File: src/rtl/cmdq_share_pkg.sv
package cmdq_share_pkg;
  localparam int unsigned LIM_W = 8;
  localparam logic [LIM_W-1:0] LIM_RST = 8'd2;
  typedef enum logic {CLS_CPU = 1'b0, CLS_ACC = 1'b1} cls_e;
endpackage

File: src/rtl/cmdq_lim_reg.sv
module cmdq_lim_reg
  import cmdq_share_pkg::*;
(
  input  logic             clk,
  input  logic             rst_n,
  input  logic             we,
  input  logic [LIM_W-1:0] wdata,
  output logic [LIM_W-1:0] lim_q,
  output logic [LIM_W-1:0] lim_eff
);
  logic [LIM_W-1:0] lim_nxt;

  always_comb begin
    lim_nxt = lim_q;
    if (we) lim_nxt = wdata;
  end

  always_ff @(posedge clk or negedge rst_n) begin
    if (!rst_n) lim_q <= LIM_RST;
    else        lim_q <= lim_nxt;
  end

  // zero is illegal: fold it onto the smallest legal cap
  always_comb begin
    lim_eff = lim_q;
    if (lim_q == '0) lim_eff = LIM_W'(1);
  end

  a_r2_limit_load: assert property (@(posedge clk) disable iff (!rst_n)
    we |=> (lim_q == $past(wdata)));
  a_r2_limit_hold: assert property (@(posedge clk) disable iff (!rst_n)
    !we |=> $stable(lim_q));
endmodule

File: src/rtl/cmdq_admit.sv
module cmdq_admit
  import cmdq_share_pkg::*;
#(
  parameter int unsigned DEPTH = 64
) (
  input  logic             clk,
  input  logic             rst_n,
  input  logic             cpu_valid,
  input  logic             acc_valid,
  input  logic [LIM_W-1:0] lim_eff,
  input  logic             pop,
  input  logic             pop_tag,
  output logic             cpu_ready,
  output logic             acc_ready,
  output logic             cpu_push,
  output logic             acc_push,
  output logic             not_empty
);
  localparam int unsigned CNT_W = $clog2(DEPTH + 1);
  localparam int unsigned CMP_W = (CNT_W > LIM_W) ? CNT_W : LIM_W + 1;
  localparam logic [CNT_W-1:0] DEPTH_C = CNT_W'(DEPTH);

  logic [CNT_W-1:0] cnt_q, cnt_nxt;
  logic [CNT_W-1:0] acc_q, acc_nxt;
  logic             has1, has2, acc_below, acc_pop;

  always_comb begin
    has1      = (cnt_q != DEPTH_C);
    has2      = (cnt_q < (DEPTH_C - CNT_W'(1)));
    acc_below = (CMP_W'(acc_q) < CMP_W'(lim_eff));
    cpu_ready = has1;
    cpu_push  = cpu_valid & has1;
    // processor command goes first; accelerator needs the following slot
    acc_ready = acc_below & (cpu_push ? has2 : has1);
    acc_push  = acc_valid & acc_ready;
    not_empty = (cnt_q != '0);
    acc_pop   = pop & pop_tag;
  end

  always_comb begin
    cnt_nxt = cnt_q + CNT_W'(cpu_push) + CNT_W'(acc_push) - CNT_W'(pop);
    acc_nxt = acc_q + CNT_W'(acc_push) - CNT_W'(acc_pop);
  end

  always_ff @(posedge clk or negedge rst_n) begin
    if (!rst_n) begin
      cnt_q <= '0;
      acc_q <= '0;
    end else begin
      cnt_q <= cnt_nxt;
      acc_q <= acc_nxt;
    end
  end

  a_r3_push_under_cap: assert property (@(posedge clk) disable iff (!rst_n)
    acc_push |-> (CMP_W'(acc_q) < CMP_W'(lim_eff)));
  a_r8_acc_within_total: assert property (@(posedge clk) disable iff (!rst_n)
    acc_q <= cnt_q);
  a_r9_no_overflow: assert property (@(posedge clk) disable iff (!rst_n)
    cnt_q <= DEPTH_C);
  a_r7_no_underflow: assert property (@(posedge clk) disable iff (!rst_n)
    pop |-> (cnt_q != '0));
  a_r5_cpu_uncapped: assert property (@(posedge clk) disable iff (!rst_n)
    (cnt_q < DEPTH_C) |-> cpu_ready);
  a_r8_acc_count_step: assert property (@(posedge clk) disable iff (!rst_n)
    (acc_push && !acc_pop) |=> (acc_q == $past(acc_q) + CNT_W'(1)));
endmodule

File: src/rtl/cmdq_store.sv
module cmdq_store #(
  parameter int unsigned DEPTH  = 64,
  parameter int unsigned DATA_W = 16
) (
  input  logic              clk,
  input  logic              rst_n,
  input  logic              wr0_en,
  input  logic              wr0_tag,
  input  logic [DATA_W-1:0] wr0_data,
  input  logic              wr1_en,
  input  logic              wr1_tag,
  input  logic [DATA_W-1:0] wr1_data,
  input  logic              rd_en,
  output logic              rd_tag,
  output logic [DATA_W-1:0] rd_data
);
  // DEPTH must be a power of two so the pointers wrap naturally
  localparam int unsigned PTR_W = $clog2(DEPTH);
  localparam int unsigned ENT_W = DATA_W + 1;

  logic [PTR_W-1:0] wptr_q, wptr_nxt, wptr_p1;
  logic [PTR_W-1:0] rptr_q, rptr_nxt;
  logic [ENT_W-1:0] mem [DEPTH];

  always_comb begin
    wptr_p1  = wptr_q + PTR_W'(1);
    wptr_nxt = wptr_q + PTR_W'(wr0_en) + PTR_W'(wr1_en);
    rptr_nxt = rptr_q + PTR_W'(rd_en);
  end

  always_ff @(posedge clk or negedge rst_n) begin
    if (!rst_n) begin
      wptr_q <= '0;
      rptr_q <= '0;
    end else begin
      wptr_q <= wptr_nxt;
      rptr_q <= rptr_nxt;
    end
  end

  for (genvar i = 0; i < DEPTH; i++) begin : g_ent
    logic sel0, sel1;
    assign sel0 = wr0_en && (wptr_q == PTR_W'(i));
    assign sel1 = wr1_en && (wptr_p1 == PTR_W'(i));
    always_ff @(posedge clk) begin
      if (sel0)      mem[i] <= {wr0_tag, wr0_data};
      else if (sel1) mem[i] <= {wr1_tag, wr1_data};
    end
  end

  always_comb begin
    {rd_tag, rd_data} = mem[rptr_q];
  end

  a_r6_pair_needs_first: assert property (@(posedge clk) disable iff (!rst_n)
    wr1_en |-> wr0_en);
endmodule

File: src/rtl/cmdq_share_adm.sv
module cmdq_share_adm
  import cmdq_share_pkg::*;
#(
  parameter int unsigned DEPTH  = 64,
  parameter int unsigned DATA_W = 16
) (
  input  logic              clk,
  input  logic              rst_n,
  input  logic              lim_we,
  input  logic [7:0]        lim_wdata,
  output logic [7:0]        lim_q,
  input  logic              cpu_valid,
  output logic              cpu_ready,
  input  logic [DATA_W-1:0] cpu_data,
  input  logic              acc_valid,
  output logic              acc_ready,
  input  logic [DATA_W-1:0] acc_data,
  output logic              deq_valid,
  input  logic              deq_ready,
  output logic [DATA_W-1:0] deq_data,
  output logic              deq_is_acc
);
  logic [LIM_W-1:0]  lim_eff;
  logic              cpu_push, acc_push, pop, not_empty;
  logic              wr0_en, wr0_tag, wr1_en;
  logic [DATA_W-1:0] wr0_data;

  cmdq_lim_reg u_lim (
    .clk(clk), .rst_n(rst_n), .we(lim_we), .wdata(lim_wdata),
    .lim_q(lim_q), .lim_eff(lim_eff)
  );

  cmdq_admit #(.DEPTH(DEPTH)) u_adm (
    .clk(clk), .rst_n(rst_n), .cpu_valid(cpu_valid), .acc_valid(acc_valid),
    .lim_eff(lim_eff), .pop(pop), .pop_tag(deq_is_acc),
    .cpu_ready(cpu_ready), .acc_ready(acc_ready),
    .cpu_push(cpu_push), .acc_push(acc_push), .not_empty(not_empty)
  );

  always_comb begin
    deq_valid = not_empty;
    pop       = not_empty & deq_ready;
    wr0_en    = cpu_push | acc_push;
    wr0_tag   = cpu_push ? CLS_CPU : CLS_ACC;
    wr0_data  = cpu_push ? cpu_data : acc_data;
    wr1_en    = cpu_push & acc_push;
  end

  cmdq_store #(.DEPTH(DEPTH), .DATA_W(DATA_W)) u_sto (
    .clk(clk), .rst_n(rst_n),
    .wr0_en(wr0_en), .wr0_tag(wr0_tag), .wr0_data(wr0_data),
    .wr1_en(wr1_en), .wr1_tag(CLS_ACC), .wr1_data(acc_data),
    .rd_en(pop), .rd_tag(deq_is_acc), .rd_data(deq_data)
  );

  a_r9_full_blocks_both: assert property (@(posedge clk) disable iff (!rst_n)
    !cpu_ready |-> !acc_ready);
  a_r4_zero_admits_one: assert property (@(posedge clk) disable iff (!rst_n)
    (lim_q == 8'd0 && !deq_valid && !cpu_valid) |-> acc_ready);
endmodule

File: config.mk
export PLATFORM = sky130hd
export DESIGN_NAME = cmdq_share_adm
export DESIGN_NICKNAME = d
export VERILOG_FILES = /design/src/rtl/cmdq_share_pkg.sv /design/src/rtl/cmdq_lim_reg.sv /design/src/rtl/cmdq_admit.sv /design/src/rtl/cmdq_store.sv /design/src/rtl/cmdq_share_adm.sv
export SDC_FILE = /design/constraint.sdc
export NUM_CORES = 2
export LEC_CHECK = 0
export CAP_MARGIN = 20
export CORE_MARGIN = 3
export CORE_UTILIZATION = 59
export CTS_BUF_LIST = sky130_fd_sc_hd__clkbuf_8
export DETAILED_ROUTE_END_ITERATION = 12
export PLACE_DENSITY = 0.77
export SLEW_MARGIN = 20
export SYNTH_ARGS = -nofsm -noshare
export SYNTH_HDL_FRONTEND = slang
export SYNTH_SLANG_ARGS = --single-unit
File: constraint.sdc
create_clock -name clk -period 4.1 [get_ports clk]
set_input_delay 0.615 -clock clk [delete_from_list [all_inputs] [get_ports clk]]
set_output_delay 0.615 -clock clk [all_outputs]
set_load 0.005 [all_outputs]
==> flow_metrics.env <==
export IMPL_cts_tree="yes"
export IMPL_viasPerCell=7.823
export IMPL_crit_path_end_kind="output port"
export IMPL_dpl_worst_slack_ns=-0.3685
export IMPL_synth_most_common_cell="edfxtp_1"
export IMPL_synth_async_reset_ratio_pct=3.030
export IMPL_fin_skew_ns=0.05711
export IMPL_wl_per_cell_um=37.34
export IMPL_crit_path_top_delay_cell="a22oi_2"
export IMPL_cp_max_fo=7
export IMPL_power_mw=42.89
export IMPL_crit_path_cell_trace="buf_4, or3b_4, buf_12, buf_16, o22ai_4, a211oi_4, a22oi_2, and3_4, buf_6"
export IMPL_fin_nets=3987
export IMPL_vias=41560
export IMPL_drv_cap=0
export IMPL_initial_core_util_pct=60.07
export IMPL_worstPathRequired_ns=3.48
export IMPL_place_area_um2=59250
export IMPL_cts_buffer_depth=3
export IMPL_synthTopCellsByArea="edfxtp_1 58%, o2bb2ai_1 15%, mux4_2 8.3%, mux2i_1 3.0%, clkbuf_1 1.8%"
export IMPL_regArea_um2=33520
export IMPL_finalHoldViolCount=0
export IMPL_worst_slack_ns=-0.2684
export IMPL_antenna_left=0
export IMPL_status="finished, violations left"
export IMPL_post_route_min_period_ns=4.368
export IMPL_tns_ns=-1.126
export IMPL_synth_ff_type="edfxtp_1"
export IMPL_ys_warnings_count=0
export IMPL_fin_util_pct=69.13
export IMPL_rsz0062_at_grt="yes"
export IMPL_cpPeakStageDelay_ns=0.57
export IMPL_critPathArrivalTime_ns=3.75
export IMPL_peakVddDrop_v=0.0006051
export IMPL_clk_latency_ns=0.92
export IMPL_p_leak_nw=21.26
export IMPL_synth_top_area_share_pct=57.70
export IMPL_synth_largest_area_cell="edfxtp_1"
export IMPL_clock_sinks=1122
export IMPL_syn_num_nets=3832
export IMPL_max_slew_margin_rel_pct=20.44
export IMPL_fin_crit_sh_pct=106.5
export IMPL_multi_input_area_um2=22050
export IMPL_synth_common_cells="1087 x edfxtp_1, 990 x o2bb2ai_1, 274 x clkbuf_1"
export IMPL_fill_cells=6086
export IMPL_drt_total_wl_um=198400
export IMPL_synth_seq_cells=1122
export IMPL_fin_cells=5313
export IMPL_max_freq_mhz=228.9
export IMPL_drive_gt1_share_pct=30.11
export IMPL_syn_to_final_growth_pct=15.09
export IMPL_fin_area_um2=65100
export IMPL_syn_cell_area_um2=56570
export IMPL_portBuffers=73
export IMPL_synth_edf_count=1087
export IMPL_drt_iter0_drc=8249
export IMPL_dieArea_um2=99630
export IMPL_io_pins=74
export IMPL_track_usage_pct=39.49
export IMPL_crit_type="register to output port"
export IMPL_post_route_drc_count=0
export IMPL_root_buffer="clkbuf_8"
export IMPL_slew_violations=0
export IMPL_die_x_um=315.6
export IMPL_dieHeight_um=315.6
export IMPL_fp_row_count=112
export IMPL_place_gp_congestion=0.9965
export IMPL_place_inst=4897
export IMPL_synth_area_per_cell_um2=15.06
export IMPL_antenna_found_initial=4
export IMPL_synthDistinctLibCells=78
export IMPL_grt_start_max_net_pins=65
export IMPL_hp_class="primary input to register"
export IMPL_cts_buffers_inserted=181
export IMPL_hold_slack_ns=0.2494
export IMPL_firstDrtPassIters=6
export IMPL_power_density_nw_per_um2=658.8
export IMPL_grt_pass1_vias=40140
export IMPL_dp_hpwl_um=113800
export IMPL_violations="setup timing"
export IMPL_synth_cells=3755
export IMPL_coreArea_um2=94170
export IMPL_worst_pin_slew_ns=1.193
export IMPL_ys_seq_area_share_pct=59.24
export IMPL_clkTransAtPathRegs_ns=0.06
export IMPL_grt_ovfl_total=0
export IMPL_grt_pass1_wl_um=282100
export IMPL_startpoint_type="register"
export IMPL_setup_viol=11
export IMPL_htree_levels=4
[final cells by class]
class | count | share of cell area, %
tap | 1254 | 2.410
inverter | 40 | 0.2306
clock buffer | 190 | 4.017
multi-input combinational | 2105 | 33.86
timing repair buffer | 460 | 6.928
sequential | 1122 | 51.50
clock inverter | 141 | 1.051
antenna | 1 | 0.003844
[layer usage]
layer  part of all wire, %  GRT usage (%)
met3                    17          14.81
met2                    43          57.22
met1                    33          51.29
met4                   6.9          22.78
met5                0.0091          1.064
[path summary, 6_finish.rpt]
kind / cells past startpoint / slack [ns] / end / start
worst max-delay path: 9 / -0.27 / deq_data[7] / u_sto.rptr_q[3]
worst min-delay path: 3 / 0.25 / u_lim.lim_q[1] / lim_wdata[1]
worst max register to register: 20 / -0.07 / u_adm.acc_q[6] / u_sto.rptr_q[0]
worst min register to register: 1 / 0.52 / u_sto.mem[32][16] / u_sto.mem[32][16]
max in group asynchronous: 2 / 3.00 / u_sto.rptr_q[2] / rst_n
min in group asynchronous: 2 / 0.39 / u_adm.cnt_q[0] / rst_n
[timing repair]
item | 4_1_cts | 5_1_grt
resized for setup | 289 | 60
hold endpoints to repair | 33 | 0
pin swaps | 68 | 61
cloned | 21 | 0
setup buffers | 42 | 25
hold buffers | 1 | 0
setup endpoints to repair | 19 | 19
[cells by family after synthesis]
family | synth area share, %
flops | 59.24
fa+ha+maj | 0.7587
buf+inv | 4.329
xor+xnor | 0.2787
simple gates | 3.329
mux | 11.39
compound gates | 20.67
[critical path, delay by kind of cell (launching register included)]
kind	cells	cell delay, ns
AOI/OAI and AO/OA	3	0.93
and+or+nand+nor	2	0.76
buffers and inverters	4	0.66
DFF	1	0.50
[power breakdown]
group          total, mW  switching (mW)  internal, mW
clock network       9.10            4.67          4.43
logic               19.6            11.6          8.08
registers           14.2           0.457          13.7
total               42.9            16.7          26.2
[flip-flops by register name, indices dropped and copies added, names as in the netlist]
register and count:
u_sto.rptr_q 6, u_lim.lim_q 8, u_adm.cnt_q 7, u_sto.wptr_q 6, u_adm.acc_q 7, u_sto.mem 1088
[placed cells by master, fill, tap and decap left out, drive strengths merged, types with 6 or more instances in the layout]
master and count:
a2111oi 8, a211oi 48, a21oi 23, a22o 31, a22oi 38, and3 14
buf 410, bufbuf 7, clkbuf 192, clkdlybuf4s50 39, clkinv 56, dfrtp 33
edfxtp 1087, ha 27, inv 121, mux2i 170, mux4 209, nand2 94
nand2b 9, nand3 19, nor2 114, nor2b 12, nor3 45, o21ai 78
o221ai 6, o22ai 57, o2bb2ai 1008, o31ai 8, xnor2 14
No activity file was read; power rests on OpenSTA's default activity.
